`src/rtl/fpc_pkg.sv`:
```
package fpc_pkg;

  localparam int  POLL_BIT  = 7;
  localparam int  TOG_BIT   = 6;
  localparam int  ERR_BIT   = 5;
  localparam logic [7:0] CMD_CLEAR = 8'hF0;

  typedef struct packed {
    logic [10:0] addr;
    logic [7:0]  data;
  } cmd_t;

  typedef enum logic [2:0] {
    S_IDLE, S_CMD, S_CMD_WAIT, S_POLL, S_POLL_WAIT, S_RST, S_RST_WAIT, S_DONE
  } ctl_state_e;

  typedef enum logic [2:0] {
    B_IDLE, B_W_SET, B_W_LOW, B_W_HIGH, B_R_TURN, B_R_ACC, B_R_END
  } bus_state_e;

  // number of command writes that precede the target write
  function automatic logic [2:0] unlock_len(input logic erase, input logic bypass);
    if (erase)       return 3'd6;
    else if (bypass) return 3'd1;
    else             return 3'd3;
  endfunction

  function automatic cmd_t unlock_cmd(input logic erase, input logic bypass,
                                      input logic [2:0] idx);
    cmd_t c;
    if (erase) begin
      case (idx)
        3'd0, 3'd3: c = '{addr: 11'h555, data: 8'hAA};
        3'd1, 3'd4: c = '{addr: 11'h2AA, data: 8'h55};
        3'd2:       c = '{addr: 11'h555, data: 8'h80};
        default:    c = '{addr: 11'h555, data: 8'h10};
      endcase
    end else if (bypass) begin
      c = '{addr: 11'h555, data: 8'hA0};
    end else begin
      case (idx)
        3'd0:    c = '{addr: 11'h555, data: 8'hAA};
        3'd1:    c = '{addr: 11'h2AA, data: 8'h55};
        default: c = '{addr: 11'h555, data: 8'hA0};
      endcase
    end
    return c;
  endfunction

endpackage

```
`src/rtl/fpc_poll_timer.sv`:
```
module fpc_poll_timer #(
  parameter int TIMEOUT_CYC = 100000
) (
  input  logic clk_i,
  input  logic rst_ni,
  input  logic clear_i,
  input  logic run_i,
  output logic expired_o
);
  localparam int TW = $clog2(TIMEOUT_CYC + 1);

  logic [TW-1:0] cnt_q;

  assign expired_o = (cnt_q == TW'(TIMEOUT_CYC));

  always_ff @(posedge clk_i or negedge rst_ni) begin
    if (!rst_ni)                  cnt_q <= '0;
    else if (clear_i)             cnt_q <= '0;
    else if (run_i && !expired_o) cnt_q <= cnt_q + 1'b1;
  end

  p_expire_hold_r11: assert property (@(posedge clk_i) disable iff (!rst_ni)
    (expired_o && !clear_i) |=> expired_o);

endmodule

```
`src/rtl/fpc_bus_cycle.sv`:
```
module fpc_bus_cycle
  import fpc_pkg::*;
#(
  parameter int AW         = 16,
  parameter int WE_PULSE   = 4,
  parameter int WE_HIGH_CYC = 2,
  parameter int RD_CYC     = 5
) (
  input  logic          clk_i,
  input  logic          rst_ni,
  input  logic          start_i,
  input  logic          wr_i,
  input  logic [AW-1:0] addr_i,
  input  logic [7:0]    wdata_i,
  output logic          done_o,
  output logic [7:0]    rdata_o,
  output logic [AW-1:0] fl_addr_o,
  output logic [7:0]    fl_data_o,
  output logic          fl_data_oe_o,
  input  logic [7:0]    fl_data_i,
  output logic          fl_ce_no,
  output logic          fl_oe_no,
  output logic          fl_we_no
);
  localparam int CMAX = (WE_PULSE > WE_HIGH_CYC) ?
                        ((WE_PULSE > RD_CYC) ? WE_PULSE : RD_CYC) :
                        ((WE_HIGH_CYC > RD_CYC) ? WE_HIGH_CYC : RD_CYC);
  localparam int CW = $clog2(CMAX + 1);

  bus_state_e    st_q;
  logic [CW-1:0] cnt_q;
  logic [AW-1:0] addr_q;
  logic [7:0]    wdata_q;

  always_ff @(posedge clk_i or negedge rst_ni) begin
    if (!rst_ni) begin
      st_q    <= B_IDLE;
      cnt_q   <= '0;
      addr_q  <= '0;
      wdata_q <= '0;
      rdata_o <= '0;
      done_o  <= 1'b0;
    end else begin
      done_o <= 1'b0;
      case (st_q)
        B_IDLE: if (start_i) begin
          addr_q  <= addr_i;
          wdata_q <= wdata_i;
          cnt_q   <= '0;
          st_q    <= wr_i ? B_W_SET : B_R_TURN;
        end
        B_W_SET: st_q <= B_W_LOW;
        B_W_LOW: if (cnt_q == CW'(WE_PULSE - 1)) begin
          cnt_q <= '0;
          st_q  <= B_W_HIGH;
        end else cnt_q <= cnt_q + 1'b1;
        B_W_HIGH: if (cnt_q == CW'(WE_HIGH_CYC - 1)) begin
          st_q   <= B_IDLE;
          done_o <= 1'b1;
        end else cnt_q <= cnt_q + 1'b1;
        B_R_TURN: st_q <= B_R_ACC;
        B_R_ACC: if (cnt_q == CW'(RD_CYC - 1)) begin
          rdata_o <= fl_data_i;
          st_q    <= B_R_END;
        end else cnt_q <= cnt_q + 1'b1;
        B_R_END: begin
          st_q   <= B_IDLE;
          done_o <= 1'b1;
        end
        default: st_q <= B_IDLE;
      endcase
    end
  end

  assign fl_addr_o    = addr_q;
  assign fl_data_o    = wdata_q;
  assign fl_data_oe_o = st_q inside {B_W_SET, B_W_LOW, B_W_HIGH};
  assign fl_ce_no     = !(st_q inside {B_W_SET, B_W_LOW, B_W_HIGH, B_R_TURN, B_R_ACC});
  assign fl_we_no     = (st_q != B_W_LOW);
  assign fl_oe_no     = (st_q != B_R_ACC);

  // checker-side count of consecutive write-enable low cycles
  logic [CW-1:0] chk_wl_q;
  always_ff @(posedge clk_i or negedge rst_ni) begin
    if (!rst_ni)                           chk_wl_q <= '0;
    else if (fl_we_no)                     chk_wl_q <= '0;
    else if (chk_wl_q != CW'(CMAX))        chk_wl_q <= chk_wl_q + 1'b1;
  end

  p_we_only_in_write_r4: assert property (@(posedge clk_i) disable iff (!rst_ni)
    !fl_we_no |-> (fl_oe_no && !fl_ce_no));
  p_we_width_r5: assert property (@(posedge clk_i) disable iff (!rst_ni)
    $rose(fl_we_no) |-> (chk_wl_q >= CW'(WE_PULSE)));
  p_data_stable_r5: assert property (@(posedge clk_i) disable iff (!rst_ni)
    (!fl_we_no && $past(!fl_we_no)) |-> ($stable(fl_data_o) && fl_data_oe_o));
  p_no_contention_r6: assert property (@(posedge clk_i) disable iff (!rst_ni)
    !fl_oe_no |-> !fl_data_oe_o);
  p_release_first_r6: assert property (@(posedge clk_i) disable iff (!rst_ni)
    $fell(fl_oe_no) |-> !$past(fl_data_oe_o));

endmodule

```
`src/rtl/fpc_prog_ctrl.sv`:
```
module fpc_prog_ctrl
  import fpc_pkg::*;
#(
  parameter int AW          = 16,
  parameter int WE_LOW_CYC  = 4,
  parameter int DS_CYC      = 3,
  parameter int WE_HIGH_CYC = 2,
  parameter int RD_CYC      = 5,
  parameter int TIMEOUT_CYC = 100000
) (
  input  logic          clk_i,
  input  logic          rst_ni,
  input  logic          req_i,
  input  logic          erase_i,
  input  logic          bypass_i,
  input  logic          data_poll_i,
  input  logic [AW-1:0] addr_i,
  input  logic [7:0]    data_i,
  output logic          busy_o,
  output logic          done_o,
  output logic          pass_o,
  output logic [AW-1:0] fl_addr_o,
  output logic [7:0]    fl_data_o,
  output logic          fl_data_oe_o,
  input  logic [7:0]    fl_data_i,
  output logic          fl_ce_no,
  output logic          fl_oe_no,
  output logic          fl_we_no
);
  localparam int WE_PULSE = (WE_LOW_CYC > DS_CYC) ? WE_LOW_CYC : DS_CYC;

  ctl_state_e    st_q;
  logic          erase_q, bypass_q, dpoll_q, pass_q, tog_q;
  logic [AW-1:0] addr_q;
  logic [7:0]    data_q;
  logic [2:0]    step_q;
  logic [1:0]    idx_q;

  logic          bus_start, bus_wr, bus_done;
  logic [AW-1:0] bus_addr;
  logic [7:0]    bus_wdata, bus_rdata;
  logic          expired;

  logic [2:0] n_unlock, last_step;
  cmd_t       ucmd;
  logic       exp7, hit, same, dec_pass, dec_fail;
  logic [1:0] nxt_idx;
  logic       unused_rd;

  assign n_unlock  = unlock_len(erase_q, bypass_q);
  assign last_step = erase_q ? n_unlock - 3'd1 : n_unlock;
  assign ucmd      = unlock_cmd(erase_q, bypass_q, step_q);
  assign exp7      = erase_q | data_q[7];
  assign unused_rd = ^bus_rdata[4:0];

  always_comb begin
    bus_start = st_q inside {S_CMD, S_POLL, S_RST};
    bus_wr    = (st_q != S_POLL);
    bus_addr  = addr_q;
    bus_wdata = data_q;
    if (st_q == S_RST) begin
      bus_addr  = '0;
      bus_wdata = CMD_CLEAR;
    end else if (st_q == S_CMD && step_q < n_unlock) begin
      bus_addr  = AW'(ucmd.addr);
      bus_wdata = ucmd.data;
    end
  end

  // poll decision on each completed status read
  always_comb begin
    hit      = (bus_rdata[POLL_BIT] == exp7);
    same     = (bus_rdata[TOG_BIT] == tog_q);
    dec_pass = 1'b0;
    dec_fail = 1'b0;
    nxt_idx  = 2'd0;
    if (dpoll_q) begin
      if (idx_q == 2'd0) begin
        if (hit)                     dec_pass = 1'b1;
        else if (bus_rdata[ERR_BIT]) nxt_idx  = 2'd1;
        else if (expired)            dec_fail = 1'b1;
      end else begin
        dec_pass = hit;
        dec_fail = !hit;
      end
    end else begin
      case (idx_q)
        2'd0: nxt_idx = 2'd1;
        2'd1: begin
          if (same)                    dec_pass = 1'b1;
          else if (bus_rdata[ERR_BIT]) nxt_idx  = 2'd2;
          else if (expired)            dec_fail = 1'b1;
        end
        2'd2: nxt_idx = 2'd3;
        default: begin
          dec_pass = same;
          dec_fail = !same;
        end
      endcase
    end
  end

  always_ff @(posedge clk_i or negedge rst_ni) begin
    if (!rst_ni) begin
      st_q     <= S_IDLE;
      erase_q  <= 1'b0;
      bypass_q <= 1'b0;
      dpoll_q  <= 1'b0;
      pass_q   <= 1'b0;
      tog_q    <= 1'b0;
      addr_q   <= '0;
      data_q   <= '0;
      step_q   <= '0;
      idx_q    <= '0;
    end else begin
      case (st_q)
        S_IDLE: if (req_i) begin
          erase_q  <= erase_i;
          bypass_q <= bypass_i;
          dpoll_q  <= data_poll_i;
          addr_q   <= addr_i;
          data_q   <= data_i;
          step_q   <= '0;
          st_q     <= S_CMD;
        end
        S_CMD: st_q <= S_CMD_WAIT;
        S_CMD_WAIT: if (bus_done) begin
          if (step_q == last_step) begin
            idx_q <= '0;
            st_q  <= S_POLL;
          end else begin
            step_q <= step_q + 3'd1;
            st_q   <= S_CMD;
          end
        end
        S_POLL: st_q <= S_POLL_WAIT;
        S_POLL_WAIT: if (bus_done) begin
          tog_q <= bus_rdata[TOG_BIT];
          if (dec_pass) begin
            pass_q <= 1'b1;
            st_q   <= S_DONE;
          end else if (dec_fail) begin
            pass_q <= 1'b0;
            st_q   <= S_RST;
          end else begin
            idx_q <= nxt_idx;
            st_q  <= S_POLL;
          end
        end
        S_RST: st_q <= S_RST_WAIT;
        S_RST_WAIT: if (bus_done) st_q <= S_DONE;
        S_DONE: st_q <= S_IDLE;
        default: st_q <= S_IDLE;
      endcase
    end
  end

  assign busy_o = (st_q != S_IDLE);
  assign done_o = (st_q == S_DONE);
  assign pass_o = pass_q;

  fpc_bus_cycle #(
    .AW(AW), .WE_PULSE(WE_PULSE), .WE_HIGH_CYC(WE_HIGH_CYC), .RD_CYC(RD_CYC)
  ) u_bus (
    .clk_i, .rst_ni,
    .start_i(bus_start), .wr_i(bus_wr), .addr_i(bus_addr), .wdata_i(bus_wdata),
    .done_o(bus_done), .rdata_o(bus_rdata),
    .fl_addr_o, .fl_data_o, .fl_data_oe_o, .fl_data_i,
    .fl_ce_no, .fl_oe_no, .fl_we_no
  );

  fpc_poll_timer #(.TIMEOUT_CYC(TIMEOUT_CYC)) u_timer (
    .clk_i, .rst_ni,
    .clear_i(st_q == S_IDLE),
    .run_i(st_q inside {S_POLL, S_POLL_WAIT}),
    .expired_o(expired)
  );

  p_done_pulse_r12: assert property (@(posedge clk_i) disable iff (!rst_ni)
    done_o |=> !done_o);
  p_done_busy_r12: assert property (@(posedge clk_i) disable iff (!rst_ni)
    done_o |-> busy_o);
  p_idle_quiet_r12: assert property (@(posedge clk_i) disable iff (!rst_ni)
    (!busy_o && $past(!busy_o)) |-> (fl_ce_no && fl_we_no && fl_oe_no && !fl_data_oe_o));
  p_fail_clears_r10: assert property (@(posedge clk_i) disable iff (!rst_ni)
    (done_o && !pass_o) |-> ($past(st_q) == S_RST_WAIT));

endmodule

```
`config.mk`:
```
export PLATFORM = sky130hd
export DESIGN_NAME = fpc_prog_ctrl
export DESIGN_NICKNAME = d
export VERILOG_FILES = /design/src/rtl/fpc_pkg.sv /design/src/rtl/fpc_poll_timer.sv /design/src/rtl/fpc_bus_cycle.sv /design/src/rtl/fpc_prog_ctrl.sv
export SDC_FILE = /design/constraint.sdc
export NUM_CORES = 1
export LEC_CHECK = 0
export BUFFER_PORTS_ARGS = -buffer_cell sky130_fd_sc_hd__buf_2
export CAP_MARGIN = 30
export CORE_UTILIZATION = 55
export DETAILED_ROUTE_END_ITERATION = 12
export PLACE_DENSITY_LB_ADDON = 0.15
export SYNTH_ARGS = -nofsm -noshare
export SYNTH_HDL_FRONTEND = slang
export SYNTH_HIERARCHICAL = 1
export SYNTH_SLANG_ARGS = --single-unit
```
`constraint.sdc`:
```
create_clock -name clk_i -period 4.68 [get_ports clk_i]
set_input_delay 1.404 -clock clk_i [delete_from_list [all_inputs] [get_ports clk_i]]
set_output_delay 1.404 -clock clk_i [all_outputs]
set_load 0.05 [all_outputs]
```
# Word-level counts from Yosys, hierarchy flattened

Cells that the tools add are included.
W data, S select, Z words.

Memory bits (read-only): 0
Input port bits: 38
Memories: 0
Bits in latches: 0
Bits in writable memories: 0
Output and inout port bits: 31
Flip-flop bits (word level): 93
Word-level logic and storage cells: 164

Reduce and logical (&&, ||, !) cells: 33
$lt $le $gt $ge: 1
Bitwise gates (word level): 1
Shifts and indexed selects: 0
Add/sub/neg operators: 4
Multiply operators: 0
Muxes and demuxes: 65
Divide/modulo/power cells: 0
Eq/ne operators: 43

Operators by type and width:

| operator                | count |
|---|---|
| $mux W3                 | 20 |
| $pmux W19 S3            | 1 |
| $mux W19                | 2 |
| $pmux W19 S2            | 1 |
| $mux W17                | 2 |
| $mux W16                | 2 |
| $eq A3 B3 Y1 const B    | 9 |
| $pmux W3 S8             | 1 |
| $eq A3 B2 Y1 const B    | 7 |
| $mux W2                 | 10 |
| $pmux W3 S6             | 1 |
| $add A17 B1 Y17 const B | 1 |
| $eq A17 B17 Y1 const B  | 1 |
| $mux W1                 | 16 |
| $mux W8                 | 2 |
| $ne A2 B2 Y1 const B    | 8 |
| $reduce_and A4 Y1       | 4 |
| $eq A3 B1 Y1 const B    | 4 |
| $ne A2 B1 Y1 const B    | 6 |
| $pmux W3 S4             | 1 |
| $reduce_bool A2 Y1      | 5 |
| $logic_not A3 Y1        | 3 |
| $reduce_bool A3 Y1      | 3 |
| $reduce_and A2 Y1       | 4 |
| 22 further kinds        | 33 |

# Logic depth before layout (Yosys ltp)

Word-level depth: 10
Gate-level depth with buffers: 10

# Cells and area by module

The synthesis kept the hierarchy.

By module, submodules not included:

| module         | times used | cells each | area an instance (um2) |
|---|---|---|---|
| fpc_prog_ctrl  | 1          | 211        | 2212.1 |
| fpc_bus_cycle  | 1          | 130        | 1789.2 |
| fpc_poll_timer | 1          | 102        | 940.9 |

# Worst setup path before layout

OpenSTA, ideal clock, no wires.

Path type: register to output
Start: register u_bus.st_q[0]
End: output port fl_data_oe_o
Arrival: 1.458 ns
Slack: 1.818 ns
Path buffers: 2
Cell stages (with the launch flop): 5
Required time: 3.276 ns
Cells stage by stage: dfrtp_1 -> buf_4 -> clkbuf_1 -> nor2_1 -> nor2_1

Cells in the longest elaborated chain, start to end: 2
Elaborated cells between the ends (all ways): 4

Ends and longest elaborated chain:

| what                                         | RTL line            | RTL |
|---|---|---|
| start, declared                              | fpc_bus_cycle.sv:30 | `bus_state_e st_q;` |
| start signal, assigned                       | fpc_bus_cycle.sv:50 | `st_q <= wr_i ? B_W_SET : B_R_TURN;` |
| $eq A3 B1 Y1 or $eq A3 B2 Y1 (tied branches) | fpc_bus_cycle.sv:77 | `assign fl_data_oe_o = st_q inside {B_W_SET, B_W_LOW, B_W_HIGH};` |
| $reduce_bool A3 Y1 *                         | fpc_bus_cycle.sv:77 |  |
| end, declared                                | fpc_prog_ctrl.sv:24 | `output logic fl_data_oe_o,` |

Mark *: on every way between the ends. The rest lies on a longest branch, timed or not.

# Final worst setup path

Start: register u_bus.st_q[2]
End: output port fl_we_no

Cells in the longest elaborated chain, start to end: 1

Ends and longest elaborated chain:

| what          | RTL line            | RTL |
|---|---|---|
| $ne A3 B2 Y1  | fpc_bus_cycle.sv:79 | `assign fl_we_no = (st_q != B_W_LOW);` |
| end, declared | fpc_prog_ctrl.sv:28 | `output logic fl_we_no` |

Every way passes these cells.

==> impl_metrics.json <==
{
  "status": "finished clean",
  "hold_viol": 0,
  "grt_pass1_wl_um": 15300,
  "boundaryPins": 69,
  "fin_hold_ws_ns": 0.484,
  "setup-tns-final_ns": 0,
  "post-cts-setup-buffers": 0,
  "die-width_um": 95.0,
  "p_comb_frac": 0.020,
  "synth_cells": 433,
  "antenna_left": 0,
  "final-max-slew-violation-count": 0,
  "tritoncts": "done",
  "required_ns": 3.28,
  "tightest_slew_ns": 0.773,
  "pwr-share-clk": 0.450,
  "drt-initial-drc-count": 106,
  "start_util": 0.574,
  "drive_gt1_frac": 0.256,
  "grt_max_degree": 63,
  "period_needed_ns": 3.09,
  "slew_headroom": 0.485,
  "clk_latency_ns": 0.35,
  "holdCritStartpoint": "u_bus/fl_addr_o[11]",
  "cts_hold_buffers": 0,
  "cts_buffers": 9,
  "vias": 3358,
  "rrSetupSlack_ns": 2.01,
  "grt_overflow": 0,
  "yosysWarnings": 6,
  "cts_root_buffer": "clkbuf_8",
  "ir_drop_uv": 200,
  "fp.dieH_um": 95.0,
  "cts_repair_resize_count": 0,
  "areaGrowthSynthToFinish_pct": 12.4,
  "grt_pass1_vias": 3261,
  "final_nets": 540,
  "internal_power_uw": 1140,
  "vias_per_cell": 5.62,
  "hold_class": "reg2reg",
  "rows": 33,
  "timing.fmax_mhz": 323,
  "cp_max_fo": 14,
  "wirelength_um": 9010,
  "r2r_end": "u_bus/fl_data_o[1]",
  "end_kind": "output port",
  "core_sq_mm": 0.00830,
  "grtUsageTotal": 0.219,
  "setup_viol": 0,
  "firstDrtPassIters": 4,
  "whs_path_depth": 1,
  "crit_path_start_kind": "flip-flop",
  "power.share.switching": 0.202,
  "powerDensity_mw_per_mm2": 268,
  "crit_type": "reg2out",
  "path_cells": "and2b_4, or2b_1, buf_2",
  "finalClockSkew_ns": 0.00739,
  "clkTransAtPathRegs_ns": 0.09,
  "worst_ep_arrival_time_ns": 1.69,
  "routedWlPerCell_um": 15.1,
  "synth_nets": 485,
  "place.detailed.hpwl_um": 6310,
  "crit_family": "simple AND/OR/NAND/NOR gates",
  "antennaDiodeCount": 0,
  "clkSinkCount": 88,
  "ff2ff_path_depth": 7,
  "p_switching_uw": 289,
  "drc": 0,
  "antenna_found_initial": 0,
  "clockBufferDepth": 2,
  "io_buffers": 63,
  "worst-path-buf-inv": 1,
  "synth_area_sq_mm": 0.00476,
  "rsz0062_at_grt": "no",
  "synth_area_per_cell_sq_um": 11.0,
  "critPathMaxStageDelay_ns": 0.55,
  "p_seq_frac": 0.531,
  "fp.dieArea_sq_mm": 0.00903,
  "cap_viol_max_count": 0,
  "p_leak_uw": 0.00264,
  "r2r-start": "erase_q",
  "fin_crit_sh": 0.661,
  "crit_slowest_cell": "dfrtp_1",
  "path_depth": 3,
  "gp_congestion": 0.872,
  "whs_endpoint": "u_bus/fl_addr_o[11]",
  "cts_max_level": 3
}
==> stage by stage <==
step                       util  std cells  instance area (sq um)  total power [uW]  setup WS, ns
after floorplan               -        433                   4760               775          1.82
after global placement    0.611        581                   5070               804          1.97
after detailed placement  0.614        582                   5090               805          1.97
after CTS                 0.645        598                   5350              1450          1.56
after global routing      0.645        598                   5350              1490          1.50
final                     0.645        598                   5350              1430          1.59
==> metal layers <==
metal  GRT usage  wire [um]
met5           0          0
met4      0.0619         94
met3      0.0566        377
met2       0.359       4290
met1       0.288       4250
==> worst register-to-register path, stage by stage (launching register included) <==
cell and delay, ns:
dfrtp_1 0.53, inv_1 0.12, ha_1 0.34, a21oi_1 0.24
and3_1 0.58, a32oi_1 0.27, o21a_1 0.18, mux2_1 0.29
==> sequential cells by signal, summed over array words and instances, names as in the netlist, 8 cells and up <==
name	flops
data_q	8
u_bus/fl_data_o	8
addr_q	16
u_timer/cnt_q	17
u_bus/fl_addr_o	16
==> layout make-up <==
type,instances,area [sq um]
Clock buffer,10,138
Clock inverter,6,116
Fill cell,688,2950
Inverter,20,75.1
Multi-Input combinational cell,303,2330
Sequential cell,88,2200
Tap cell,105,131
Timing Repair Buffer,66,360
==> cells in the final DEF, fill, tap and decap left out, drive strengths merged, types with 10 or more instances in the layout <==
master and instances:
clkbuf 10, dfrtp 88, nor2 36, nand2 22
buf 66, mux2 60, ha 14, o21ai 16
nor3 11, inv 20
==> power groups by stage <==
stage / sequential [uW] / combinational, uW / clock (uW)
after floorplan: 775 / 0.341 / 0
after global placement: 775 / 29.1 / 0
after detailed placement: 775 / 29.9 / 0
after CTS: 760 / 29.9 / 662
after global routing: 760 / 33.2 / 696
final: 760 / 28.2 / 643
==> worst max path at each step <==
stage / start / end / slack (ns)
after floorplan: u_bus/st_q[0] / fl_data_oe_o / 1.82
after global placement: u_bus/st_q[2] / fl_we_no / 1.97
after detailed placement: u_bus/st_q[2] / fl_we_no / 1.97
after CTS: u_bus/st_q[2] / fl_we_no / 1.56
after global routing: u_bus/st_q[2] / fl_we_no / 1.50
final: u_bus/st_q[2] / fl_we_no / 1.59
(Power assumes the default switching activity.)
